### src/rtl/cal_pkg.sv
// Package cal_pkg: shared types and BCD helper functions for the calendar
// clock. Assumes every time field is packed BCD, one byte per field.
package cal_pkg;
    localparam int NB     = 7;
    localparam int I_SEC  = 0;
    localparam int I_MIN  = 1;
    localparam int I_HR   = 2;
    localparam int I_DOW  = 3;
    localparam int I_DATE = 4;
    localparam int I_MON  = 5;
    localparam int I_YR   = 6;

    typedef logic [7:0]          byte_t;
    typedef byte_t [NB-1:0]      tvec_t;

    // Add one to a packed BCD byte.
    function automatic byte_t bcd_inc(input byte_t v);
        if (v[3:0] >= 4'd9) return {v[7:4] + 4'd1, 4'd0};
        return {v[7:4], v[3:0] + 4'd1};
    endfunction

    // Bits of each time byte that carry stored value.
    function automatic byte_t val_mask(input int idx);
        case (idx)
            I_SEC, I_MIN:   return 8'h7F;
            I_HR, I_DATE:   return 8'h3F;
            I_DOW:          return 8'h07;
            I_MON:          return 8'h1F;
            default:        return 8'hFF;
        endcase
    endfunction

    // True when a BCD year value is divisible by four.
    function automatic logic is_leap(input byte_t y);
        int b;
        b = int'(y[7:4]) * 10 + int'(y[3:0]);
        return (b % 4) == 0;
    endfunction

    // Last valid date (BCD) of a BCD month in a BCD year.
    function automatic byte_t month_end(input byte_t m, input byte_t y);
        case (m)
            8'h02:                      return is_leap(y) ? 8'h29 : 8'h28;
            8'h04, 8'h06, 8'h09, 8'h11: return 8'h30;
            default:                    return 8'h31;
        endcase
    endfunction

    // Time value after reset: 00-01-01, day 1, 00:00:00.
    function automatic tvec_t reset_time();
        tvec_t v;
        v          = '0;
        v[I_DOW]   = 8'h01;
        v[I_DATE]  = 8'h01;
        v[I_MON]   = 8'h01;
        return v;
    endfunction
endpackage

### src/rtl/cal_counters.sv
// Module cal_counters: hidden working counters of the calendar. Advances
// one second per tick_en with the full carry chain. load_en replaces all
// seven bytes at once and takes priority over a tick in the same cycle.
// Assumes the loaded values have already been masked to their fields.
module cal_counters
    import cal_pkg::*;
(
    input  logic  clk,
    input  logic  rst_n,
    input  logic  tick_en,
    input  logic  load_en,
    input  tvec_t load_val,
    output tvec_t cnt
);
    tvec_t nxt;
    logic  carry;

    // Compute the time one second after the current count.
    always_comb begin
        nxt   = cnt;
        carry = 1'b1;
        if (cnt[I_SEC] >= 8'h59) nxt[I_SEC] = 8'h00;
        else begin
            nxt[I_SEC] = bcd_inc(cnt[I_SEC]);
            carry      = 1'b0;
        end
        if (carry) begin
            if (cnt[I_MIN] >= 8'h59) nxt[I_MIN] = 8'h00;
            else begin
                nxt[I_MIN] = bcd_inc(cnt[I_MIN]);
                carry      = 1'b0;
            end
        end
        if (carry) begin
            if (cnt[I_HR] >= 8'h23) nxt[I_HR] = 8'h00;
            else begin
                nxt[I_HR] = bcd_inc(cnt[I_HR]);
                carry     = 1'b0;
            end
        end
        if (carry) begin
            nxt[I_DOW] = (cnt[I_DOW] >= 8'h07) ? 8'h01 : bcd_inc(cnt[I_DOW]);
            if (cnt[I_DATE] >= month_end(cnt[I_MON], cnt[I_YR])) nxt[I_DATE] = 8'h01;
            else begin
                nxt[I_DATE] = bcd_inc(cnt[I_DATE]);
                carry       = 1'b0;
            end
        end
        if (carry) begin
            if (cnt[I_MON] >= 8'h12) nxt[I_MON] = 8'h01;
            else begin
                nxt[I_MON] = bcd_inc(cnt[I_MON]);
                carry      = 1'b0;
            end
        end
        if (carry) begin
            nxt[I_YR] = (cnt[I_YR] >= 8'h99) ? 8'h00 : bcd_inc(cnt[I_YR]);
        end
    end

    // Register the counters: reset, load, or tick.
    always_ff @(posedge clk) begin
        if (!rst_n)       cnt <= reset_time();
        else if (load_en) cnt <= load_val;
        else if (tick_en) cnt <= nxt;
    end
endmodule

### src/rtl/cal_holding.sv
// Module cal_holding: user-visible holding registers. copy_en takes all
// seven counter bytes in one cycle and wins over a bus write in the same
// cycle. A bus write stores only the value bits of the addressed byte.
module cal_holding
    import cal_pkg::*;
(
    input  logic       clk,
    input  logic       rst_n,
    input  logic       copy_en,
    input  tvec_t      cnt,
    input  logic       wr_en,
    input  logic [2:0] wr_idx,
    input  byte_t      wr_data,
    output tvec_t      hold
);
    localparam tvec_t RST = reset_time();

    for (genvar i = 0; i < NB; i++) begin : g_byte
        byte_t q;
        // Per-byte holding register: group copy first, then bus write.
        always_ff @(posedge clk) begin
            if (!rst_n)                                q <= RST[i];
            else if (copy_en)                          q <= cnt[i];
            else if (wr_en && (wr_idx == 3'(i)))       q <= wr_data & val_mask(i);
        end
        assign hold[i] = q;
    end
endmodule

### src/rtl/cal_ftest.sv
// Module cal_ftest: divides the raw oscillator tick down to a square wave
// that toggles every HALF ticks. Counts only while run is high. Assumes
// HALF is at least 2.
module cal_ftest #(
    parameter int HALF = 32
) (
    input  logic clk,
    input  logic rst_n,
    input  logic osc_tick,
    input  logic run,
    output logic sq
);
    localparam int CW = $clog2(HALF);
    localparam logic [CW-1:0] LAST = CW'(HALF - 1);

    logic [CW-1:0] div_q;

    // Divider counter and square-wave toggle.
    always_ff @(posedge clk) begin
        if (!rst_n) begin
            div_q <= '0;
            sq    <= 1'b0;
        end else if (run && osc_tick) begin
            if (div_q == LAST) begin
                div_q <= '0;
                sq    <= ~sq;
            end else begin
                div_q <= div_q + 1'b1;
            end
        end
    end
endmodule

### src/rtl/bcd_calendar_regs.sv
// Module bcd_calendar_regs: BCD calendar clock mapped into the top eight
// bytes of a byte-wide window. Holds control flags, decodes the bus and
// registers read data. Hidden counters and holding registers are kept in
// submodules. Assumes sec_tick and osc_tick are one-cycle pulses in the
// clk domain, and that the prescaler honours osc_run.
module bcd_calendar_regs
    import cal_pkg::*;
#(
    parameter int ADDR_W = 13,
    parameter int OSC_HZ = 32768,
    parameter int FT_HZ  = 512
) (
    input  logic              clk,
    input  logic              rst_n,
    input  logic              sec_tick,
    input  logic              osc_tick,
    input  logic [ADDR_W-1:0] bus_addr,
    input  logic [7:0]        bus_wdata,
    input  logic              bus_rd,
    input  logic              bus_wr,
    output logic [7:0]        bus_rdata,
    output logic              osc_run,
    output logic              ftest_out
);
    localparam int FT_HALF = OSC_HZ / (2 * FT_HZ);
    localparam logic [2:0] O_CTL = 3'd0;
    localparam logic [2:0] O_SEC = 3'd1;
    localparam logic [2:0] O_DOW = 3'd4;

    logic       in_win;
    logic [2:0] off;
    logic       wr_ctl, wr_time, load_rel, tick_en, copy_en;
    logic       load_q, freeze_q, stop_q, ft_q, upd_pend, resync;
    logic [5:0] cal_q;
    logic       sq;
    byte_t      rd_byte;
    tvec_t      cnt, hold;

    assign in_win   = &bus_addr[ADDR_W-1:3];
    assign off      = bus_addr[2:0];
    assign wr_ctl   = bus_wr && in_win && (off == O_CTL);
    assign wr_time  = bus_wr && in_win && (off != O_CTL);
    assign load_rel = wr_ctl && load_q && !bus_wdata[7];
    assign tick_en  = sec_tick && !stop_q && !load_rel;
    // Old freeze/load values gate the copy, so a same-edge freeze write
    // does not cancel an update already due.
    assign copy_en  = (upd_pend || resync) && !freeze_q && !load_q;

    // Control byte fields: load, freeze, calibration sign and magnitude.
    always_ff @(posedge clk) begin
        if (!rst_n) begin
            load_q   <= 1'b0;
            freeze_q <= 1'b0;
            cal_q    <= '0;
        end else if (wr_ctl) begin
            load_q   <= bus_wdata[7];
            freeze_q <= bus_wdata[6];
            cal_q    <= bus_wdata[5:0];
        end
    end

    // Stop and test flags live beside the seconds and day bytes.
    always_ff @(posedge clk) begin
        if (!rst_n) begin
            stop_q <= 1'b0;
            ft_q   <= 1'b0;
        end else if (wr_time) begin
            if (off == O_SEC) stop_q <= bus_wdata[7];
            if (off == O_DOW) ft_q   <= bus_wdata[6];
        end
    end

    // Update requests: one after each counter step, one after a control write.
    always_ff @(posedge clk) begin
        if (!rst_n) begin
            upd_pend <= 1'b0;
            resync   <= 1'b0;
        end else begin
            upd_pend <= tick_en;
            resync   <= wr_ctl;
        end
    end

    cal_counters u_cnt (
        .clk      (clk),
        .rst_n    (rst_n),
        .tick_en  (tick_en),
        .load_en  (load_rel),
        .load_val (hold),
        .cnt      (cnt)
    );

    cal_holding u_hold (
        .clk     (clk),
        .rst_n   (rst_n),
        .copy_en (copy_en),
        .cnt     (cnt),
        .wr_en   (wr_time),
        .wr_idx  (off - 3'd1),
        .wr_data (bus_wdata),
        .hold    (hold)
    );

    cal_ftest #(.HALF(FT_HALF)) u_ft (
        .clk      (clk),
        .rst_n    (rst_n),
        .osc_tick (osc_tick),
        .run      (!stop_q),
        .sq       (sq)
    );

    // Compose the addressed byte with flags and zero fields.
    always_comb begin
        case (off)
            O_CTL:   rd_byte = {load_q, freeze_q, cal_q};
            O_SEC:   rd_byte = {stop_q, hold[I_SEC][6:1],
                                (ft_q && !stop_q) ? sq : hold[I_SEC][0]};
            O_DOW:   rd_byte = {1'b0, ft_q, hold[I_DOW][5:0]};
            default: rd_byte = hold[off - 3'd1];
        endcase
    end

    // Registered read data; addresses outside the window read zero.
    always_ff @(posedge clk) begin
        if (!rst_n)      bus_rdata <= 8'h00;
        else if (bus_rd) bus_rdata <= in_win ? rd_byte : 8'h00;
    end

    assign osc_run   = !stop_q;
    assign ftest_out = ft_q && !stop_q && sq;
endmodule

### config.mk
export PLATFORM = sky130hd
export DESIGN_NAME = bcd_calendar_regs
export DESIGN_NICKNAME = d
export VERILOG_FILES = /design/src/rtl/cal_pkg.sv /design/src/rtl/cal_counters.sv /design/src/rtl/cal_holding.sv /design/src/rtl/cal_ftest.sv /design/src/rtl/bcd_calendar_regs.sv
export SDC_FILE = /design/constraint.sdc
export NUM_CORES = 1
export LEC_CHECK = 0
export ABC_AREA = 1
export BUFFER_PORTS_ARGS = -buffer_cell sky130_fd_sc_hd__buf_4
export CAP_MARGIN = 20
export CORE_ASPECT_RATIO = 1.2
export CORE_MARGIN = 4
export CORE_UTILIZATION = 45
export CTS_CLUSTER_SIZE = 28
export DETAILED_ROUTE_END_ITERATION = 16
export HOLD_SLACK_MARGIN = 0.06
export PLACE_DENSITY_LB_ADDON = 0.3
export RECOVER_POWER = 50
export SYNTH_ARGS = -nofsm -noshare
export SYNTH_HDL_FRONTEND = slang
export SYNTH_SLANG_ARGS = --single-unit
export TNS_END_PERCENT = 100
### constraint.sdc
create_clock -name clk -period 7.6 [get_ports clk]
set_clock_uncertainty 0.15 [all_clocks]
set_input_delay 0.76 -clock clk [delete_from_list [all_inputs] [get_ports clk]]
set_output_delay 0.76 -clock clk [all_outputs]
set_load 0.01 [all_outputs]
# == Yosys cells after proc, flatten, opt, wreduce, memory -nomap -nowiden ==
# Index checks and enable logic that the tools add are counted.
# totals
ff_bits,138
output_inout_bits,10
wordCells,225
# classes
n_addsub,17
n_mul,1
n_lt_le_gt_ge,15
n_eq_ne,14
n_mux,78
bitwise,2
reduce_logical,67
# ops
cell,n
$mux 8,42
$mux 56,2
$add 4x1->4 const B,14
$add 32x5->32,1
$logic_not 32->1,1
$mux 1,29
$ge 4x4->1 const B,7
$reduce_bool 2->1,13
$bmux 8 s3,1
$pmux 8 s3,1
$reduce_bool 3->1,8
$logic_and 1x1->1,19
$reduce_and 2->1,9
$reduce_and 3->1,6
$eq 8x3->1 const B,2
$ge 8x7->1 const B,2
$mux 16,1
$pmux 8 s2,1
$eq 3x3->1 const B,4
$reduce_and 10->1,1
$eq 8x2->1 const B,1
$eq 8x4->1 const B,1
$eq 8x5->1 const B,1
$ge 8x3->1 const B,1
19 further kinds,26

# == Longest topological paths before layout ==
# depth
depth_word,18
mapped_depth,19

# == Cells and area by module ==
# Synthesis repeated with hierarchy kept, for this count alone.
# unflattened
cells_unflattened,1362
hier_area_um2,8718.4
# by_module_without_submodules
mod,instances,cells_each,area_each_um2
cal_counters,1,584,3932.5
cal_holding,1,441,2757.6
bcd_calendar_regs,1,298,1724.2
cal_ftest,1,39,304.0

# == Worst setup path after synthesis ==
# No wires, ideal clock.
# synth_path
path_type,input-to-reg
startpoint,input port bus_addr[0]
endpoint,register u_cnt.cnt[20] in the netlist's numbering
setup_ps,116
t_arrival_ps,2577
required_time_ps,7334
path_slack_ps,4757
stages,13
path_buffers,3
path_cell_list,inv_2 clkbuf_1 ha_1 nand2_2 inv_4 nand2_2 nor2_4 nand3_4 buf_6 buf_6 or2_0 a21oi_1 nor2_1
# synth_via
elab_chain_len,8
word_cells_on_any_way,11
cone_classes,mux (1); reduce/logical (10)
# synth_lines
element,line,source
from (decl),bcd_calendar_regs.sv:17,"input logic [ADDR_W-1:0] bus_addr,"
$logic_not 3->1 (*),bcd_calendar_regs.sv:41,assign wr_ctl = bus_wr && in_win && (off == O_CTL);
$logic_and 1x1->1 (*),bcd_calendar_regs.sv:41,
$logic_and 1x1->1 (*) (2 in a row),bcd_calendar_regs.sv:43,assign load_rel = wr_ctl && load_q && !bus_wdata[7];
$logic_not 1->1,bcd_calendar_regs.sv:44,assign tick_en = sec_tick && !stop_q && !load_rel;
$logic_and 1x1->1,bcd_calendar_regs.sv:44,
$reduce_bool 2->1 (no line),n/a,
$reduce_and 3->1 (no line),n/a,
to (signal assigned),cal_counters.sv:63,if (!rst_n) cnt <= reset_time();
to (signal assigned),cal_counters.sv:64,else if (load_en) cnt <= load_val;
to (signal assigned),cal_counters.sv:65,else if (tick_en) cnt <= nxt;
to (decl),cal_counters.sv:13,output tvec_t cnt
# Every way passes the cells marked *; elsewhere a longest branch is shown, timed or not.
# A chain may end at the register's enable or synchronous reset.

==> metrics <==
DR WL/cell=between 15 and 20 um; combinational fraction of design power=0.069; clock sinks=138; P&R area growth vs syn=12.5%; critical path startpoint category=input pin; die area=around 20000 um^2; final setup TNS=0 ns; pre-CTS WS=3.62 ns; Max Freq=between 150 and 200 MHz; clock buffer count from CTS=17; Rows=53; CP Capture Type=register; Final #Nets=about 1.3k; CP required=just under 8 ns; switch share=0.240; Iter 0 DRT Violations=about 800; PortBufs=36; DRC viols=0; core area=about 18000 um^2; DRT antenna net count=0; CP max FO=between 50 and 60; clock group share of total power=0.525; Clk Latency, worst-skew pair=0.43 ns; P_int=around 0.0014 W; # setup viols final=0; RSZ-0062 raised after global routing=false; Syn Nets=about 1.3k; hold crit path type=register to register; starting density of the core=0.457; measured slew at the worst slew-check pin=2.29 ns; Sw Pwr=roughly 0.00044 W; Distinct cells, synth=45; RePlAce Congestion=between 0.9 and 1; Setup CP Type=input pin to register; final hold slack=between 0.3 and 0.4 ns; Yosys warnings=0; Main synth FF type=dfxtp_1; die width=roughly 130 um; Seq/Total Area, Yosys=0.345; pins over their slew limit=between 90 and 100; commonest non-fill, non-tap cells in the layout=nand2_1 (256), a21oi_1 (149), nor2_1 (139), dfxtp_1 (138), inv_1 (119); clock slew at reported path FFs=~0.06 ns; CTS max path bufs=2; Reg power frac=0.406; post-synthesis cell area=between 7000 and 8000 um^2; initial antenna violation count=1; via count=roughly 7.8k; maxcap violations=2; Root Driver=clkbuf_16; Hold Violations, Final=0; hpwl dp=around 16000 um; status=finished with violations; Hold Buf Count CTS=0; CTS tree=yes; P_leak=between 3 and 4 nW; synthesized flop and latch total=between 100 and 150; share of cells above drive strength 1=0.0718; power density over cell area=about 210 nW/um^2; I/O pin count=37; final worst slack=~2.4 ns; post-CTS sizing=0; post-CTS setup buffer count=0; Synth async-reset ratio=0; GR Overflow Total=0; minimum clock period=5.16 ns; n_diodes=0; GRT Overall Usage=0.234; Die H=154 um; vias in the first global route=around 7.4k; Worst slew margin=-0.529; pin count of the biggest net entering global routing=53; global-route wire length before repair=~37000 um; TritonRoute pass-1 iters=6; cell count after synthesis=about 1.2k; commonest non-fill, non-tap cell in the layout=nand2_1; post-route clock period utilization=0.680; vias per cell=approximately 5.5; violated checks=max-capacitance violations, max-slew violations; maximum vdd drop=around 0.19 mV; Syn Area/Cell=6.76 um^2; final wirelength=approximately 23000 um; number of enable flip-flop cells after synthesis=0; H-tree Lvls=4; crit path DAT=5.32 ns
## worst max-delay path, stage by stage
cell and delay (ns):
clkbuf_1 1.60, inv_1 1.38, clkbuf_1 1.00, a21oi_1 0.41, o211ai_1 0.12
## state kept, by name (all words and copies together) (netlist names)
register and flops:
cal_q 6, bus_rdata 8, u_cnt.cnt 56, resync 1, stop_q 1, u_hold.g_byte.q 56, upd_pend 1, u_ft.div_q 5
load_q 1, freeze_q 1, u_ft.sq 1, ft_q 1
## stage by stage
stage	util	area [um^2]	std cells	power [W]
3_5_place_dp	0.478	8360	1400	0.000890
5_1_grt	0.514	8990	1432	0.00190
3_3_place_gp	0.478	8360	1400	0.000889
6_report	0.514	8990	1432	0.00185
2_1_floorplan	-	8000	1183	0.000845
4_1_cts	0.517	9050	1432	0.00185
## power groups by stage
stage / logic [W] / clock network (W) / registers (W)
floorplan: 0.0000864 / 0 / 0.000758
global route: 0.000143 / 0.00101 / 0.000749
finish: 0.000128 / 0.000968 / 0.000749
detailed placement: 0.000126 / 0 / 0.000764
global placement: 0.000124 / 0 / 0.000764
CTS: 0.000127 / 0.000974 / 0.000748
## per-layer routing
metal,GRT usage,share of wire
met1,0.300,0.44
met2,0.377,0.47
met3,0.0479,0.061
met4,0.100,0.033
met5,0,0.00057
## cell families (layout without fill, tap and decap cells)
group	Yosys count	count (layout)	synth area share
AND/OR/NAND/NOR	493	493	0.261
AO/OA/AOI/OAI	315	315	0.212
buffers and inverters	171	200	0.0861
flip-flops	138	138	0.345
adder cells (fa/ha/maj)	50	50	0.0782
XOR/XNOR	16	16	0.0175
## final cells by class
type	instances	area, um^2
inverters	129	487
repair buffers	39	244
clock buffers	19	443
well taps	220	275
multi-input cells	874	4540
fillers	1799	8510
clock inverters	13	240
flip-flops and latches	138	2760
## cells in the mapped netlist (all sizes together) (10+ instances only)
| master | number | area share |
|---|---|---|
| a21oi | 149 | 0.093 |
| a31oi | 10 | 0.0078 |
| buf | 20 | 0.015 |
| clkbuf | 22 | 0.010 |
| dfxtp | 138 | 0.35 |
| ha | 50 | 0.078 |
| inv | 125 | 0.059 |
| nand2 | 265 | 0.13 |
| nand3 | 68 | 0.047 |
| nor2 | 146 | 0.073 |
| o21ai | 118 | 0.075 |
| xor2 | 12 | 0.013 |
## worst paths after layout
| check | start | endpoint | slack (ns) | cells after the start |
|---|---|---|---|---|
| setup / recovery | rst_n | u_hold.g_byte[5].q[0] | 2.44 | 5 |
| setup reg to reg | u_cnt.cnt[40] | u_cnt.cnt[37] | 4.28 | 18 |
| hold / removal | u_hold.g_byte[6].q[6] | u_hold.g_byte[6].q[6] | 0.31 | 2 |
| hold reg to reg | u_hold.g_byte[6].q[6] | u_hold.g_byte[6].q[6] | 0.31 | 2 |
Power figures use the tool's default switching activity.
